===== src/rtl/sftx_pkg.sv =====
package sftx_pkg;
   typedef enum logic [1:0] {
      PAR_OFF  = 2'd0,
      PAR_EVEN = 2'd1,
      PAR_ODD  = 2'd2,
      PAR_OFF2 = 2'd3
   } par_mode_e;
endpackage


===== src/rtl/sftx_baud.sv =====
module sftx_baud #(
   parameter int DIV_W = 16
) (
   input  logic             clk,
   input  logic             rst,
   input  logic             load,
   input  logic             run,
   input  logic [DIV_W-1:0] period,
   output logic             tick
);
   logic [DIV_W-1:0] cnt;

   always_ff @(posedge clk) begin
      if (rst)
         cnt <= '0;
      else if (load)
         cnt <= period - DIV_W'(1);
      else if (run)
         cnt <= (cnt == '0) ? period - DIV_W'(1) : cnt - DIV_W'(1);
   end

   assign tick = run && !load && (cnt == '0);
endmodule


===== src/rtl/sftx_parity.sv =====
module sftx_parity #(
   parameter int MAX_DATA = 9,
   parameter int LEN_W    = 4
) (
   input  logic [MAX_DATA-1:0] data,
   input  logic [LEN_W-1:0]    len,
   output logic                odd_ones
);
   logic [MAX_DATA-1:0] keep;

   for (genvar i = 0; i < MAX_DATA; i++) begin : g_mask
      assign keep[i] = data[i] & (LEN_W'(i) < len);
   end

   assign odd_ones = ^keep;
endmodule


===== src/rtl/sftx_framer.sv =====
module sftx_framer
   import sftx_pkg::*;
#(
   parameter int MAX_DATA = 9,
   parameter int LEN_W    = 4,
   parameter int FRAME_W  = 13,
   parameter int CNT_W    = 4
) (
   input  logic [MAX_DATA-1:0] data,
   input  logic [LEN_W-1:0]    len,
   input  logic [1:0]          par_mode,
   input  logic                two_stop,
   input  logic                odd_ones,
   output logic [FRAME_W-1:0]  frame,
   output logic [CNT_W-1:0]    nbits
);
   logic par_on;
   logic par_bit;

   assign par_on  = (par_mode == PAR_EVEN) || (par_mode == PAR_ODD);
   assign par_bit = odd_ones ^ (par_mode == PAR_ODD);

   always_comb begin
      frame    = '1;
      frame[0] = 1'b0;
      for (int i = 0; i < MAX_DATA; i++) begin
         if (i < int'(len)) frame[i+1] = data[i];
      end
      if (par_on) frame[int'(len)+1] = par_bit;
      nbits = CNT_W'(2 + int'(len) + int'(par_on) + int'(two_stop));
   end
endmodule


===== src/rtl/serial_frame_tx.sv =====
module serial_frame_tx
   import sftx_pkg::*;
#(
   parameter  int DIV_W    = 16,
   parameter  int MIN_DATA = 5,
   parameter  int MAX_DATA = 9,
   localparam int LEN_W    = $clog2(MAX_DATA + 1)
) (
   input  logic                clk,
   input  logic                rst,
   input  logic [DIV_W-1:0]    div_in,
   input  logic [LEN_W-1:0]    cfg_len,
   input  logic [1:0]          cfg_par,
   input  logic                cfg_two_stop,
   input  logic [MAX_DATA-1:0] in_data,
   input  logic                in_valid,
   output logic                in_ready,
   output logic                tx,
   output logic                busy
);
   localparam int FRAME_W = MAX_DATA + 4;
   localparam int CNT_W   = $clog2(FRAME_W + 1);

   if (MIN_DATA < 1) begin : g_bad_min
      $error("MIN_DATA must be at least 1");
   end
   if (MAX_DATA < MIN_DATA) begin : g_bad_range
      $error("MAX_DATA must not be below MIN_DATA");
   end
   if (DIV_W < 1) begin : g_bad_div
      $error("DIV_W must be at least 1");
   end

   logic                busy_q;
   logic                tx_q;
   logic [FRAME_W-2:0]  shreg;
   logic [CNT_W-1:0]    left;
   logic [DIV_W-1:0]    per_q;
   logic [DIV_W-1:0]    div_eff;
   logic [DIV_W-1:0]    per_mux;
   logic [LEN_W-1:0]    len_eff;
   logic                accept;
   logic                tick;
   logic                odd_ones;
   logic [FRAME_W-1:0]  frame;
   logic [CNT_W-1:0]    nbits;

   assign accept   = in_valid && !busy_q;
   assign in_ready = !busy_q;
   assign busy     = busy_q;
   assign tx       = tx_q;

   assign div_eff = (div_in == '0) ? DIV_W'(1) : div_in;
   assign per_mux = accept ? div_eff : per_q;

   always_comb begin
      if (int'(cfg_len) < MIN_DATA)      len_eff = LEN_W'(MIN_DATA);
      else if (int'(cfg_len) > MAX_DATA) len_eff = LEN_W'(MAX_DATA);
      else                               len_eff = cfg_len;
   end

   sftx_baud #(.DIV_W(DIV_W)) u_baud (
      .clk(clk), .rst(rst), .load(accept), .run(busy_q),
      .period(per_mux), .tick(tick)
   );

   sftx_parity #(.MAX_DATA(MAX_DATA), .LEN_W(LEN_W)) u_par (
      .data(in_data), .len(len_eff), .odd_ones(odd_ones)
   );

   sftx_framer #(.MAX_DATA(MAX_DATA), .LEN_W(LEN_W), .FRAME_W(FRAME_W),
                 .CNT_W(CNT_W)) u_frm (
      .data(in_data), .len(len_eff), .par_mode(cfg_par),
      .two_stop(cfg_two_stop), .odd_ones(odd_ones),
      .frame(frame), .nbits(nbits)
   );

   always_ff @(posedge clk) begin
      if (rst) begin
         busy_q <= 1'b0;
         tx_q   <= 1'b1;
         shreg  <= '1;
         left   <= '0;
         per_q  <= DIV_W'(1);
      end else if (accept) begin
         busy_q <= 1'b1;
         tx_q   <= frame[0];
         shreg  <= frame[FRAME_W-1:1];
         left   <= nbits;
         per_q  <= div_eff;
      end else if (tick) begin
         if (left == CNT_W'(1)) begin
            busy_q <= 1'b0;
            tx_q   <= 1'b1;
            shreg  <= '1;
            left   <= '0;
         end else begin
            tx_q  <= shreg[0];
            shreg <= {1'b1, shreg[FRAME_W-2:1]};
            left  <= left - CNT_W'(1);
         end
      end
   end
endmodule


===== config.mk =====
export PLATFORM = sky130hd
export DESIGN_NAME = serial_frame_tx
export DESIGN_NICKNAME = d
export VERILOG_FILES = /design/src/rtl/sftx_pkg.sv /design/src/rtl/sftx_baud.sv /design/src/rtl/sftx_parity.sv /design/src/rtl/sftx_framer.sv /design/src/rtl/serial_frame_tx.sv
export SDC_FILE = /design/constraint.sdc
export NUM_CORES = 1
export LEC_CHECK = 0
export CAP_MARGIN = 0
export CELL_PAD_IN_SITES_DETAIL_PLACEMENT = 0
export CELL_PAD_IN_SITES_GLOBAL_PLACEMENT = 1
export CORE_MARGIN = 4
export CORE_UTILIZATION = 43
export DETAILED_ROUTE_END_ITERATION = 8
export PLACE_DENSITY = 0.88
export SLEW_MARGIN = 20
export SYNTH_ARGS = -nofsm -noshare
export SYNTH_HDL_FRONTEND = slang
export SYNTH_HIERARCHICAL = 1
export SYNTH_SLANG_ARGS = --single-unit

===== constraint.sdc =====
create_clock -name clk -period 3.6 [get_ports clk]
set_input_delay 0.72 -clock clk [delete_from_list [all_inputs] [get_ports clk]]
set_output_delay 0.72 -clock clk [all_outputs]
set_load 0.01 [all_outputs]

==> reports/metrics.cfg, run 1 <==
[placed_design]
portBuffers = 37
placed_area_um2 = 3930
dp_hpwl_um = 6700
gp_congestion = 0.886

[logic_synthesis]
synth_fp_nets = 466
yosysWarnings = 6
synth_top_area_cell = dfxtp_1
synth_edf_count = 0
yosysMostFrequentCell = dfxtp_1
netlist_area_um2 = 3460
syn_inst = 423
synth_top_area_frac = 0.290
ys.flop_type = dfxtp_1
avgSynthCellArea_um2 = 8.17
synthTopCellsByCount = dfxtp_1, nor2_1, nor3_1, nor4_1, a21oi_1
synth_cell_types = 70
yosysSeqAreaShare = 0.290
async_flop_share = 0
ys_top_cells_by_area = dfxtp_1, mux2_2, nor4_1, xnor2_1, nor3_1
synth_seq_cells = 50

[cells_and_area]
num_antenna_cells = 0
fill_cells = 756
syn_to_final_growth_pct = 16.8
finalCoreUtilization = 0.520
drive_above_1_share = 0.130
nNetsFinal = 502
postLayoutCellArea_um2 = 4040

[floorplan]
rows = 32
die_h_um = 97.7
design.core.area_um2 = 7770
initial_core_util = 0.445
fp.dieW_um = 97.7
dieArea_um2 = 9540
ios = 38

[route]
post_drt_wl_per_cell_um = 16.2
drt_iter0_markers = 114
via_per_inst = 5.85
drt_drc_violations_left = 0
ant_nets = 0
vias = 3290
dr.pass1.iters = 4
finalWirelength_um = 9100

[timing]
relSlewSlack = 0.333
tightestPinTransition_ns = 0.996
setup_tns_ns = 0
worst_clock_skew_ns = 0.0103
hold_viol_final = 0
rsz0062_at_grt = false
min_period_ns = 3.36
period_share = 0.934
max_freq_ghz = 0.297
final-setup-viol-count = 0
finalMaxSlewViolations = 0
whs_ns = 0.528

[job]
maxCapViolCount = 0

[global_routing]
grt-ovfl-total = 0
grt_max_degree = 42
antenna_found_initial = 0
grt_pass1_wl_um = 15300
first_global_vias = 3158
grt_usage = 0.191

[clock_tree]
cts-root-buf = clkbuf_8
cts_made_buffers = 5
cts.sinks = 50
cts_tree = yes
clk_pin_slew_worst_paths_ns = 0.09
htree_levels = 2
clkLatencyLatePin_ns = 0.31
clk_path_buf_depth = 2

[power]
power_w = 0.00167
ir_worst_vdd_v = 0.000157
power_density_nw_per_um2 = 414
power_leakage_nw = 1.46

[critical_path]
crit_fanout = 6
crit_arrival_ns = 3.51
start_kind = input port
worstSetupPathType = input port to flop
cp-end-kind = flop
required_ns = 3.75

[worst_hold_path]
hold_class = flop to flop

[outcome]
status = finished, final reports clean

-- stage by stage --
stage	cells	setup WS, ns
CTS	562	0.220
global placement	554	0.0311
global route	562	0.00294
finish	562	0.238
detailed placement	554	-0.100
floorplan	423	0.396
-- cell type report --
| cell class | instances | area [um2] | share of cell area |
|---|---|---|---|
| clock buffers | 7 | 76.3 | 0.0189 |
| clock inverters | 1 | 30.0 | 0.00744 |
| multi-input cells | 328 | 2230 | 0.553 |
| inverters | 21 | 78.8 | 0.0195 |
| repair buffers | 53 | 490 | 0.121 |
| well taps | 102 | 128 | 0.0316 |
| flip-flops and latches | 50 | 1000 | 0.248 |
-- worst max-delay path: stages --
cell,delay [ns]
clkdlybuf4s50_1,0.49
inv_1,0.07
and3_1,0.16
o21bai_1,0.33
nand4_1,0.14
mux2i_1,0.17
xor2_1,0.23
xnor3_1,0.38
xor2_2,0.20
nor3_4,0.26
nand3_1,0.15
nor2_1,0.13
o31ai_1,0.08
-- cell families (layout without fill, tap and decap cells) --
group,after synthesis,after routing,share of synthesized area
AOI/OAI and AO/OA,98,98,0.191
and+or+nand+nor,182,182,0.304
DFF,50,50,0.290
buffers and inverters,45,82,0.0655
muxes,18,18,0.0579
other,1,1,0.00109
adders and majority gates,8,8,0.0311
xor gates and xnor gates,21,21,0.0594
-- flip-flops by register name, summed over array words and instances (netlist names) --
| register | flops |
|---|---|
| shreg | 12 |
| per_q | 16 |
| left | 4 |
| u_baud/cnt | 16 |
| busy | 1 |
| tx | 1 |
-- routing by layer --
layer / routed length, um / track usage
met4: 131 / 0.0437
met2: 4530 / 0.336
met5: 0 / 0
met1: 4150 / 0.242
met3: 293 / 0.0323
-- placed cells by master (no fill, tap or decap), drive strengths merged, types with 3 or more instances in the layout --
cell type	count
clkbuf	7
nand2b	7
buf	16
o31a	4
nor3b	4
and2	16
nand2	19
nor3	30
inv	20
nand4	4
dfxtp	50
clkdlybuf4s50	37
o211ai	5
mux2	16
xor2	3
o22ai	5
xnor2	17
o31ai	13
a31oi	8
or4	6
nor4	30
a21oi	24
o21ai	17
nand3	15
nor2	39
ha	7
-- final timing paths --
| kind | from | endpoint | slack, ns | cells after the start |
|---|---|---|---|---|
| worst max-delay path | cfg_len[3] | shreg[9] | 0.24 | 13 |
| worst min-delay path | per_q[0] | per_q[0] | 0.53 | 2 |
| worst max register to register | busy | u_baud/cnt[10] | 0.89 | 9 |
| worst min register to register | per_q[0] | per_q[0] | 0.53 | 2 |
-- timing repair --
item / CTS / global route
setup endpoints to repair: 0 / 2
hold buffers: 0 / 0
hold endpoints to repair: 0 / 0
resized for setup: 0 / 1
setup buffers: 0 / 0
-- power by group --
part / internal, W / switching, W / total, W
combinational: 0.000275 / 0.000343 / 0.000619
sequential: 0.000601 / 0.0000524 / 0.000654
clock: 0.000208 / 0.000190 / 0.000398
No activity file was read; power rests on OpenSTA's default activity.
==> run 2: changes to the inputs <==
--- a/config.mk
+++ b/config.mk
@@ -8,9 +8,10 @@
 export CAP_MARGIN = 0
 export CELL_PAD_IN_SITES_DETAIL_PLACEMENT = 0
 export CELL_PAD_IN_SITES_GLOBAL_PLACEMENT = 1
-export CORE_MARGIN = 4
+export CORE_MARGIN = 1
 export CORE_UTILIZATION = 43
 export DETAILED_ROUTE_END_ITERATION = 8
+export GPL_TIMING_DRIVEN = 0
 export PLACE_DENSITY = 0.88
 export SLEW_MARGIN = 20
 export SYNTH_ARGS = -nofsm -noshare
==> constraint.sdc (replaced) <==
create_clock -name clk -period 3.3 [get_ports clk]
set_input_delay 0.66 -clock clk [delete_from_list [all_inputs] [get_ports clk]]
set_output_delay 0.66 -clock clk [all_outputs]
set_load 0.01 [all_outputs]
==> reports/metrics.cfg, run 2 (synthesized netlist as in run 1, its figures left out) <==
[cells_and_area]
num_antenna_cells = 0  ; unchanged
drive_above_1_share = 0.168  ; +0.0380
syn_to_final_growth_pct = 21.2
postLayoutCellArea_um2 = 4190  ; +3.7%
layout_commonest_cell = dfxtp_1
reg_top3 = per_q (16), u_baud/cnt (16), shreg (12)
final_cell_mix = dfxtp_1, nor2_1, clkdlybuf4s50_1
nNetsFinal = 517  ; +3.0%
final_cells = 577  ; +2.7%

[placed_design]
placed_area_um2 = 3950  ; +0.70%
gp_congestion = 0.910  ; +2.7%
dp_hpwl_um = 6710  ; +0.11%
portBuffers = 37  ; unchanged
place_inst = 562  ; +1.4%

[route]
post_drt_wl_per_cell_um = 15.8  ; -2.5%
dr.pass1.iters = 5  ; +1
via_per_inst = 5.85  ; -0.11%
ant_nets = 0  ; unchanged
drt_iter0_markers = 143  ; +25%
drt_drc_violations_left = 0  ; unchanged
finalWirelength_um = 9110  ; +0.11%
vias = 3374  ; +2.6%

[floorplan]
ios = 38  ; unchanged
design.core.area_um2 = 7770  ; unchanged
fp.dieW_um = 91.7  ; -6.1%
rows = 32  ; unchanged
initial_core_util = 0.445  ; unchanged
dieArea_um2 = 8400  ; -12%
die_h_um = 91.7  ; -6.1%

[job]
maxCapViolCount = 0  ; unchanged

[clock_tree]
holdBufCountCts = 0  ; unchanged
cts_made_buffers = 5  ; unchanged
clk_pin_slew_worst_paths_ns = 0.10  ; about the same
cts_tree = yes
clkLatencyLatePin_ns = 0.31  ; about the same
cts.sinks = 50  ; unchanged
htree_levels = 2  ; unchanged
clk_path_buf_depth = 2  ; unchanged
cts-root-buf = clkbuf_8

[timing]
min_period_ns = 3.09
final-setup-viol-count = 0  ; unchanged
finalMaxSlewViolations = 0  ; unchanged
setup_tns_ns = 0  ; unchanged
whs_ns = 0.538  ; +0.0100 ns
max_freq_ghz = 0.324
period_share = 0.936
rsz0062_at_grt = true
hold_viol_final = 0  ; unchanged
relSlewSlack = 0.522  ; +0.189
worst_clock_skew_ns = 0.0181  ; +0.00781 ns
tightestPinTransition_ns = 0.710  ; -0.286 ns

[critical_path]
crit_arrival_ns = 3.28  ; -0.23 ns
crit_fanout = 10  ; +4
cp-end-kind = flop
worstSetupPathType = input port to flop
start_kind = input port
required_ns = 3.49  ; -0.26 ns
worst-r2r-cell-count = 13  ; +4

[power]
ir_worst_vdd_v = 0.000172  ; +9.7%
power_density_nw_per_um2 = 423  ; +2.2%
pwr-share-clk = 0.204  ; -0.034
power_leakage_nw = 1.54  ; +5.9%
comb_power_share = 0.394  ; +0.024
switching_share = 0.369  ; +0.0188
power.switching_w = 0.000654  ; +12%
p_seq_frac = 0.402  ; +0.011
power_w = 0.00177  ; +6.0%
cellInternalPower_w = 0.00112  ; +2.9%

[global_routing]
antenna_found_initial = 0  ; unchanged
grt-ovfl-total = 0  ; unchanged
grt_max_degree = 16  ; -62%
first_global_vias = 3252  ; +3.0%
grt_pass1_wl_um = 15200  ; -0.50%
grt_usage = 0.225  ; +0.0340

[outcome]
status = finished, final reports clean

[worst_hold_path]
whs_path_depth = 2  ; unchanged
hold_class = flop to flop

run 2: power by group through the flow:
stage / sequential, W / clock, W / combinational [W]
2_1_floorplan: 0.000711 / 0 / 0.000497
3_3_place_gp: 0.000721 / 0 / 0.000662
3_5_place_dp: 0.000723 / 0 / 0.000664
4_1_cts: 0.000710 / 0.000377 / 0.000675
5_1_grt: 0.000718 / 0.000400 / 0.000767
6_report: 0.000711 / 0.000362 / 0.000698
run 2: stage by stage:
stage	setup slack, ns	util
after detailed placement	-0.946	0.509
after global placement	-0.950	0.509
after CTS	0.0248	0.527
after floorplan	0.156	-
final	0.211	0.539
after global routing	-0.0224	0.539
run 2: worst paths after layout:
kind                            slack [ns]              to      from
worst min register to register        0.54        per_q[0]  per_q[0]
worst min-delay path                  0.54        per_q[0]  per_q[0]
worst max-delay path                  0.21   u_baud/cnt[7]  in_valid
worst max register to register        0.37  u_baud/cnt[12]      busy
run 2: worst max-delay path, cell delays in order:
cell and delay, ns:
clkdlybuf4s50_1 0.47, nand2b_1 0.07, buf_6 0.15, buf_4 0.17, buf_4 0.17, nor2_1 0.09, a21oi_1 0.17, or4_1 0.56
o41ai_1 0.29, nand2_1 0.15, a22oi_1 0.22, a21oi_1 0.09
run 2: what timing repair did:
action | in CTS | in global routing
resized for setup | 10 | 14
setup endpoints to repair | 20 | 22
pin swaps | 4 | 13
buffers inserted | 2 | 5
run 2: per-layer routing:
metal	track usage	routed length (um)	part of all wire	vias to the layer above
met3	0.0373	394	0.043	11
met4	0.0833	173	0.019	0
met5	0	0	0	-
met1	0.272	3920	0.43	1596
li1	-	-	-	1680
met2	0.397	4630	0.51	87
run 2: area by class of cell:
cell class                      count  area, um2
Fill cell                         745       3580
Sequential cell                    50       1000
Clock buffer                        6       72.6
Clock inverter                      2       13.8
Buffer                             24        153
Multi-Input combinational cell    328       2310
Inverter                           21       82.6
Tap cell                          102        128
Timing Repair Buffer               44        430
==> run 3: changes to the inputs <==
--- a/config.mk
+++ b/config.mk
@@ -13,7 +13,7 @@
 export DETAILED_ROUTE_END_ITERATION = 8
 export GPL_TIMING_DRIVEN = 0
 export PLACE_DENSITY = 0.88
-export SLEW_MARGIN = 20
+export SLEW_MARGIN = 10
 export SYNTH_ARGS = -nofsm -noshare
 export SYNTH_HDL_FRONTEND = slang
 export SYNTH_HIERARCHICAL = 1
==> results of run 3 <==
Same layout as run 2: the final DEF is identical, and so are final timing and power.
